<file path="src/rtl/i2c_rec_pkg.sv">
package i2c_rec_pkg;
  typedef enum logic [2:0] {
    RS_IDLE,
    RS_LOW,
    RS_HIGH,
    RS_STP_LO,
    RS_STP_HI
  } rec_state_e;
endpackage

</file>
<file path="src/rtl/i2c_rec_pulse_cnt.sv">
module i2c_rec_pulse_cnt #(
  parameter int MAX_PULSES = 8
) (
  input  logic clk_i,
  input  logic rst_ni,
  input  logic clr_i,
  input  logic inc_i,
  output logic last_o
);
  localparam int CW = $clog2(MAX_PULSES + 1);

  logic [CW-1:0] cnt_q;

  always_ff @(posedge clk_i or negedge rst_ni) begin
    if (!rst_ni)    cnt_q <= '0;
    else if (clr_i) cnt_q <= '0;
    else if (inc_i) cnt_q <= cnt_q + 1'b1;
  end

  assign last_o = (cnt_q == CW'(MAX_PULSES - 1));

  assert_cnt_bound_R4: assert property (@(posedge clk_i) disable iff (!rst_ni)
    cnt_q < CW'(MAX_PULSES));
endmodule

</file>
<file path="src/rtl/i2c_rec_fsm.sv">
module i2c_rec_fsm
  import i2c_rec_pkg::*;
(
  input  logic clk_i,
  input  logic rst_ni,
  input  logic start_i,
  input  logic tick_i,
  input  logic sda_i,
  input  logic last_i,
  output logic cnt_clr_o,
  output logic cnt_inc_o,
  output logic scl_low_o,
  output logic sda_low_o,
  output logic busy_o,
  output logic finish_o
);
  rec_state_e state_q, state_d;

  always_comb begin
    state_d   = state_q;
    cnt_clr_o = 1'b0;
    cnt_inc_o = 1'b0;
    finish_o  = 1'b0;
    case (state_q)
      RS_IDLE: if (start_i) begin
        state_d   = RS_LOW;
        cnt_clr_o = 1'b1;
      end
      RS_LOW: if (tick_i) state_d = RS_HIGH;
      RS_HIGH: if (tick_i) begin
        if (sda_i) begin
          state_d = RS_STP_LO;
        end else if (last_i) begin
          state_d  = RS_IDLE;
          finish_o = 1'b1;
        end else begin
          state_d   = RS_LOW;
          cnt_inc_o = 1'b1;
        end
      end
      RS_STP_LO: if (tick_i) state_d = RS_STP_HI;
      RS_STP_HI: if (tick_i) begin
        state_d  = RS_IDLE;
        finish_o = 1'b1;
      end
      default: state_d = RS_IDLE;
    endcase
  end

  always_ff @(posedge clk_i or negedge rst_ni) begin
    if (!rst_ni) state_q <= RS_IDLE;
    else         state_q <= state_d;
  end

  assign scl_low_o = (state_q == RS_LOW) || (state_q == RS_STP_LO);
  assign sda_low_o = (state_q == RS_STP_LO) || (state_q == RS_STP_HI);
  assign busy_o    = (state_q != RS_IDLE);

  assert_hold_no_tick_R3: assert property (@(posedge clk_i) disable iff (!rst_ni)
    (busy_o && !tick_i) |=> ($stable(scl_low_o) && $stable(sda_low_o)));
  assert_fail_ends_R7: assert property (@(posedge clk_i) disable iff (!rst_ni)
    (state_q == RS_HIGH && tick_i && !sda_i && last_i) |=> (!busy_o && !sda_low_o));
  assert_stop_order_R6: assert property (@(posedge clk_i) disable iff (!rst_ni)
    $fell(sda_low_o) |-> !scl_low_o);
  assert_sda_quiet_R5: assert property (@(posedge clk_i) disable iff (!rst_ni)
    $rose(sda_low_o) |-> $past(state_q == RS_HIGH && sda_i));
endmodule

</file>
<file path="src/rtl/i2c_bus_recovery.sv">
module i2c_bus_recovery #(
  parameter int CMD_W      = 32,
  parameter int REC_BIT    = 11,
  parameter int MAX_PULSES = 8,
  parameter int DONE_BIT   = 13,
  parameter int BUSY_BIT   = 16,
  parameter int SDA_BIT    = 17,
  parameter int SCL_BIT    = 18,
  parameter int STS_W      = 19
) (
  input  logic             clk_i,
  input  logic             rst_ni,
  input  logic             cmd_we_i,
  input  logic [CMD_W-1:0] cmd_wdata_i,
  input  logic             done_ack_i,
  input  logic             tick_i,
  input  logic             scl_i,
  input  logic             sda_i,
  output logic             scl_low_o,
  output logic             sda_low_o,
  output logic [STS_W-1:0] status_o
);
  logic start, busy, finish, cnt_clr, cnt_inc, last, done_q;

  assign start = cmd_we_i && cmd_wdata_i[REC_BIT] && !busy;

  i2c_rec_fsm u_fsm (
    .clk_i, .rst_ni,
    .start_i   (start),
    .tick_i,
    .sda_i,
    .last_i    (last),
    .cnt_clr_o (cnt_clr),
    .cnt_inc_o (cnt_inc),
    .scl_low_o,
    .sda_low_o,
    .busy_o    (busy),
    .finish_o  (finish)
  );

  i2c_rec_pulse_cnt #(.MAX_PULSES(MAX_PULSES)) u_cnt (
    .clk_i, .rst_ni,
    .clr_i  (cnt_clr),
    .inc_i  (cnt_inc),
    .last_o (last)
  );

  always_ff @(posedge clk_i or negedge rst_ni) begin
    if (!rst_ni)         done_q <= 1'b0;
    else if (finish)     done_q <= 1'b1;
    else if (done_ack_i) done_q <= 1'b0;
  end

  always_comb begin
    status_o           = '0;
    status_o[DONE_BIT] = done_q;
    status_o[BUSY_BIT] = busy;
    status_o[SDA_BIT]  = sda_i;
    status_o[SCL_BIT]  = scl_i;
  end

  assert_done_sticky_R8: assert property (@(posedge clk_i) disable iff (!rst_ni)
    (done_q && !done_ack_i) |=> done_q);
  assert_busy_ignore_R10: assert property (@(posedge clk_i) disable iff (!rst_ni)
    (busy && cmd_we_i && !finish) |=> busy);
endmodule

</file>
<file path="config.mk">
export PLATFORM = sky130hd
export DESIGN_NAME = i2c_bus_recovery
export DESIGN_NICKNAME = d
export VERILOG_FILES = /design/src/rtl/i2c_rec_pkg.sv /design/src/rtl/i2c_rec_pulse_cnt.sv /design/src/rtl/i2c_rec_fsm.sv /design/src/rtl/i2c_bus_recovery.sv
export SDC_FILE = /design/constraint.sdc
export NUM_CORES = 1
export LEC_CHECK = 0
export ABC_AREA = 1
export CAP_MARGIN = 15
export CORE_AREA = 2 2 39 41
export DETAILED_ROUTE_END_ITERATION = 10
export DIE_AREA = 0 0 41 43
export DONT_BUFFER_PORTS = 1
export GPL_TIMING_DRIVEN = 1
export PLACE_DENSITY = 0.66
export SLEW_MARGIN = 10
export SYNTH_ARGS = -nofsm -noshare
export SYNTH_HDL_FRONTEND = slang
export SYNTH_SLANG_ARGS = --single-unit
</file>
<file path="constraint.sdc">
create_clock -name clk_i -period 2.45 [get_ports clk_i]
set_clock_uncertainty 0.1 [all_clocks]
set_input_delay 0.3675 -clock clk_i [delete_from_list [all_inputs] [get_ports clk_i]]
set_output_delay 0.3675 -clock clk_i [all_outputs]
set_load 0.02 [all_outputs]
</file>
==> out/qor.yml, run 1 <==
final-max-slew-violation-count: 0
synthMostInstantiatedCell: "nand2_1"
yosys.area.top_type: "dfrtp_1"
timing.final.crit_period_ns: 1.766
register_area_um2: 200.2
slowest_delay_ns: 0.45
layout.filler_cells: 158
timing_worst_setup_path_type: "reg2out"
grt_pass1_vias: 493
post_synth_main_area_contributors: "dfrtp_1 29%, buf_4 21%, nand2_1 13%, nand3_1 7.3%, nor2_1 4.9%"
worst_r2r_startpoint: "u_fsm.state_q[1]"
achievable-frequency_mhz: 566.3
finalNetCount: 139
max-vdd-ir-drop_v: 0.0003723
fin_hold_ws_ns: 0.1573
period_share: 0.7207
drt.antenna.violating_nets: 0
synth_async_sr_flop_share: 1.000
areaGrowthSynthToFinish_pct: -5.464
rsz0062_at_grt: "no"
syn_area_um2: 686.9
synth.lib_cells_used.distinct: 18
tritoncts_clock_tree: "yes"
slowest_stage: "dfrtp_1"
critical_path.startpoint_type: "flip-flop"
clkSlewWorstSetupHoldPaths_ns: 0.06
antenna-diode-count: 0
port_buffers: 0
synthCells: 98
worstPathRequired_ns: 1.98
detail_route.iter0.violations: 1
layout_cell_share_with_drive_strength_beyond_1: 0.1340
cts-root-to-sink-buffers: 2
vias_per_cell: 4.823
worst_setup_path_startpoint: "u_fsm.state_q[1]"
ctsHtreeMaxLevel: 1
floorplan.die_area_um2: 1763
grt_max_degree: 10
postCtsSetupBuffers: 0
run_status: "finished clean"
post-route-util: 0.4693
yosysWarningCount: 0
area_used_by_multi_input_combinational_logic_um2: 362.8
antenna_violations_before_repair: 0
ys_seq_elements: 8
drt_drc_violations_left: 0
vias: 545
gp_congestion: 0.7304
die_width_um: 41
initial_utilization: 0.4964
die_height_um: 43
tritoncts.num_buffers: 3
first_pass_iters: 4
tns_setup_ns: 0
critical_path_arrival_ns: 1.30
postRouteWirelength_um: 1202
synth_enable_flop_cells: 0
cts-root-buf: "clkbuf_4"
clock_latency_ns: 0.26
proportion_of_synthesized_chip_area_in_sequential_cells: 0.2914
power_density_nw_per_um2: 922.2
boundaryPins: 60
synth_top_cells_by_count: "24 x nand2_1, 19 x buf_4, 10 x nand3_1, 9 x nor2_1"
synth_top_cell_area_share: 0.2914
critPathCaptureType: "output pin"
syn_avg_cell_area_um2: 7.009
leakage_uw: 0.0003752
cp_cell_sequence: "nor3_1 -> or2_2"
floorplan.core_area_um2: 1384
path_max_fanout: 7
setup_viol: 0
synth-main-ff-cell: "dfrtp_1"
place.detailed.hpwl_um: 955.4
rrSetupSlack_ns: 1.01
post_drt_wl_per_cell_um: 10.64
cts.sinks: 8
cp_num_buf_inv: 0
grt.total_usage: 0.1780
grt_first_pass_wirelength_um: 2076
hold_class: "in2reg"
hold_path_startpoint: "tick_i"
critical_path.top_delay_family: "simple AND/OR/NAND/NOR gates"
hold_violations: 0
maxCapViolations: 0
fp-row-count: 14
globalRouteOverflowTotal: 0
-- cell usage in the layout (no fill, tap or decap) --
| cell | synthesis | layout |
|---|---|---|
| conb_1 | 1 | 15 |
| nor2_2 | 2 | 2 |
| ha_1 | 1 | 1 |
| dlygate4sd3_1 | 0 | 1 |
| nand3b_1 | 1 | 1 |
| nand2_2 | 2 | 2 |
| clkbuf_4 | 0 | 3 |
| dfrtp_1 | 8 | 8 |
| nor2_4 | 1 | 1 |
| nand4_1 | 4 | 4 |
| nor3_1 | 1 | 1 |
| inv_1 | 8 | 8 |
| nand3_2 | 3 | 3 |
| inv_2 | 1 | 1 |
| nor2_1 | 9 | 9 |
| or2_2 | 1 | 1 |
| nand2_1 | 24 | 24 |
| o21ai_0 | 2 | 2 |
| nand3_1 | 10 | 10 |
-- layout make-up --
type	count	share of cell area
clock buffer	3	0.03468
inverter	9	0.05202
multi-input combinational	76	0.5588
tap	16	0.03083
timing repair buffer	1	0.01541
sequential	8	0.3083
-- worst paths after layout --
kind	to	depth (start not counted)
worst max-delay path	sda_low_o	2
worst min-delay path	done_q	2
worst max register to register	u_fsm.state_q[2]	6
worst min register to register	u_cnt.cnt_q[3]	2
max in group asynchronous	u_fsm.state_q[2]	1
min in group asynchronous	u_fsm.state_q[1]	1
-- flip-flops by register name (all words and copies together) (netlist names) --
signal	count
u_fsm.state_q	3
done_q	1
u_cnt.cnt_q	4
-- layer usage --
| layer | wire (um) | GRT usage | up-vias |
|---|---|---|---|
| li1 | - | - | 284 |
| met1 | 514 | 0.1941 | 245 |
| met2 | 581 | 0.2688 | 14 |
| met3 | 96 | 0.09948 | 2 |
| met4 | 9 | 0.08000 | 0 |
| met5 | 0 | 0 | - |
-- metrics by stage --
stage | power [uW] | setup WS [ns] | area (um2) | instances
6_report | 598.9 | 0.6842 | 649.4 | 113
2_1_floorplan | 492.1 | 1.035 | 739.5 | 112
3_5_place_dp | 493.8 | 0.9483 | 616.8 | 109
5_1_grt | 653.9 | 0.6098 | 649.4 | 113
4_1_cts | 606.8 | 0.6669 | 649.4 | 113
3_3_place_gp | 488.1 | 0.9489 | 616.8 | 109
-- report_power, final --
part | switching, uW | leakage, uW | internal (uW)
logic | 192 | 0.000254 | 79.0
clock network | 48.1 | 0.0000138 | 56.3
registers | 55.0 | 0.000108 | 168
-- worst reg2reg max path: cells and delay by family, from the launching register on --
family	cells	cell delay, ns
simple gates	6	0.78
flops	1	0.45
-- logic make-up (layout without fill, tap and decap cells) --
family                   Yosys count  in the layout  synth area share
AO/OA/AOI/OAI                      2              2           0.01457
other                              1             15          0.005459
adder cells (fa/ha/maj)            1              1           0.01821
flip-flops                         8              8            0.2914
buffers and inverters             28             13            0.2568
AND/OR/NAND/NOR                   58             58            0.4135
-- what timing repair did --
item	CTS	global route
hold endpoints to repair	8	0
hold buffers	1	0
resized for setup	0	0
Power figures use the tool's default switching activity.
==> run 2: changes to the inputs <==
--- a/config.mk
+++ b/config.mk
@@ -5,14 +5,14 @@
 export SDC_FILE = /design/constraint.sdc
 export NUM_CORES = 1
 export LEC_CHECK = 0
-export ABC_AREA = 1
+export ABC_AREA = 0
 export CAP_MARGIN = 15
 export CORE_AREA = 2 2 39 41
 export DETAILED_ROUTE_END_ITERATION = 10
 export DIE_AREA = 0 0 41 43
 export DONT_BUFFER_PORTS = 1
 export GPL_TIMING_DRIVEN = 1
-export PLACE_DENSITY = 0.66
+export PLACE_DENSITY = 0.6
 export SLEW_MARGIN = 10
 export SYNTH_ARGS = -nofsm -noshare
 export SYNTH_HDL_FRONTEND = slang
==> constraint.sdc (replaced) <==
create_clock -name clk_i -period 1.75 [get_ports clk_i]
set_clock_uncertainty 0.1 [all_clocks]
set_input_delay 0.2625 -clock clk_i [delete_from_list [all_inputs] [get_ports clk_i]]
set_output_delay 0.2625 -clock clk_i [all_outputs]
set_load 0.02 [all_outputs]
==> run 2 against run 1 <==
- synthesized area shrank 9.7%
- first-iteration DRC count rose to 8.0 times the previous value
- register-to-register slack got worse by 0.69 ns
- wire length shrank 15%
==> out/qor.yml, run 2 <==
run_status: "finished clean"
postRouteWirelength_um: 1024
yosys.area.top_type: "dfrtp_1"
proportion_of_synthesized_chip_area_in_sequential_cells: 0.3226
synth_top_cell_area_share: 0.3226
syn_avg_cell_area_um2: 8.994
r2r-end: "u_cnt.cnt_q[1]"
placement.cell_area_um2: 550.5
first_pass_iters: 4
rrSetupSlack_ns: 0.32
timing.final.crit_period_ns: 1.594
die_height_um: 43
drt.antenna.violating_nets: 0
detail_route.iter0.violations: 8
post_drt_wl_per_cell_um: 12.05
tritoncts.num_buffers: 3
register_area_um2: 200.2
grt_pass1_vias: 377
worst_r2r_startpoint: "u_fsm.state_q[2]"
rsz0062_at_grt: "no"
synthCells: 69
synth_enable_flop_cells: 0
power_density_nw_per_um2: 1431
ys_seq_elements: 8
cellInternalPower_uw: 467.0
place.detailed.instances: 80
timing.reg2reg.worst_path_depth: 3
path_max_fanout: 7
post-route-util: 0.4286
timing_worst_setup_path_type: "reg2out"
floorplan.core_area_um2: 1384
die_width_um: 41
synth_async_sr_flop_share: 1.000
cts-root-to-sink-buffers: 2
netSwitchingPower_uw: 381.8
max-vdd-ir-drop_v: 0.0005808
setup_viol: 0
vias: 420
power.total_uw: 848.7
critical_path.startpoint_type: "flip-flop"
tritoncts_clock_tree: "yes"
grt.total_usage: 0.1300
final-max-slew-violation-count: 0
largest_reg_flops: 4
synthMostInstantiatedCell: "buf_4"
layout.filler_cells: 152
p_clk_frac: 0.162
clkSlewWorstSetupHoldPaths_ns: 0.05
boundaryPins: 60
ctsHtreeMaxLevel: 1
achievable-frequency_mhz: 627.4
fp-row-count: 14
gp_congestion: 0.7727
initial_utilization: 0.4485
synth_top_cells_by_count: "20 x buf_4, 8 x dfrtp_1, 5 x nand2_1, 4 x inv_1, 4 x nor2_1"
port_buffers: 0
hold_violations: 0
worst_setup_path_startpoint: "u_fsm.state_q[0]"
antenna_violations_before_repair: 0
tns_setup_ns: 0
vias_per_cell: 4.941
seq_power_share: 0.401
layout_common_cells: "15 x conb_1, 8 x dfrtp_1, 5 x nand2_1, 4 x inv_1, 4 x nor2_1"
critical_path_arrival_ns: 1.23
p_comb_frac: 0.438
top_registers: "u_cnt.cnt_q x4, u_fsm.state_q x3, done_q x1"
drt_drc_violations_left: 0
floorplan.die_area_um2: 1763
place.detailed.hpwl_um: 788.7
leakage_uw: 0.0002814
finalNetCount: 111
yosysWarningCount: 0
hold_class: "in2reg"
cts-resized-gates: 0
syn_area_um2: 620.6
critPathCapture: "scl_low_o"
post_synth_main_area_contributors: "dfrtp_1 32%, buf_4 24%, mux2i_1 3.2%, nand2_1 3.0%, nor3_4 2.6%"
antenna-diode-count: 0
areaGrowthSynthToFinish_pct: -4.435
grt_max_degree: 10
largest_register: "u_cnt.cnt_q"
clock_latency_ns: 0.25
area_used_by_multi_input_combinational_logic_um2: 307.8
final_common_cell: "conb_1"
layout_cell_share_with_drive_strength_beyond_1: 0.1449
critPathCaptureType: "output pin"
finalNonFillerCells: 85
worstPathRequired_ns: 1.39
grt_first_pass_wirelength_um: 1490
maxCapViolations: 0
synth-main-ff-cell: "dfrtp_1"
postCtsSetupBuffers: 0
period_share: 0.9108
cts-root-buf: "clkbuf_4"
synth.lib_cells_used.distinct: 28
finish.instance_area_um2: 593.1
cts.sinks: 8
sw_frac_of_total: 0.4498
globalRouteOverflowTotal: 0
## run 2: metrics by stage
step / hold WS [ns] / worst slack, ns
finish: 0.02414 / 0.1561
global route: 0.01059 / 0.01976
CTS: 0.01874 / 0.1441
detailed placement: -0.1329 / 0.3206
global placement: -0.1329 / 0.3413
floorplan: -0.1331 / 0.3615
## run 2: area by class of cell
class,instances,share of cell area
Multi-Input combinational cell,51,0.5190
Sequential cell,8,0.3376
Timing Repair Buffer,3,0.04641
Clock buffer,3,0.03797
Tap cell,16,0.03376
Inverter,4,0.02532
## run 2: power by group through the flow
stage                     Sequential, uW  Combinational (uW)  Clock [uW]
after CTS                            338                 375         146
after global routing                 352                 406         158
final                                340                 371         137
after detailed placement             341                 367           0
after global placement               342                 357           0
after floorplan                      318                 376           0
## run 2: how the worst min path moves through the flow
stage	slack, ns	endpoint	from	cells after the start
global route	0.01	u_fsm.state_q[0]	tick_i	1
finish	0.02	u_fsm.state_q[0]	tick_i	1
floorplan	-0.13	done_q	rst_ni	0
CTS	0.02	u_fsm.state_q[0]	tick_i	1
global placement	-0.13	u_fsm.state_q[1]	rst_ni	0
detailed placement	-0.13	u_fsm.state_q[1]	rst_ni	0
## run 2: worst max-delay path, stage by stage, from the launching register on
cell	delay [ns]
dfrtp_1	0.48
inv_1	0.13
nor2_1	0.37
## run 2: cell families after synthesis
family                     Yosys count  share of synthesized area
buffers and inverters               24                     0.2661
and+or+nand+nor                     17                     0.1573
AOI/OAI and AO/OA                   16                     0.1956
DFF                                  8                     0.3226
muxes                                2                    0.03226
adders and majority gates            1                    0.02016
other                                1                   0.006043
## run 2: timing repair
item | 4_1_cts | 5_1_grt
hold endpoints to repair | 9 | 0
setup endpoints to repair | 0 | 0
hold buffers | 2 | 0
## run 2: per-layer routing
metal | GRT usage | vias to the layer above | share of wire
li1 | - | 208 | -
met1 | 0.1336 | 191 | 0.42
met2 | 0.2000 | 19 | 0.48
met3 | 0.06283 | 2 | 0.080
met4 | 0.08000 | 0 | 0.015
met5 | 0 | - | 0
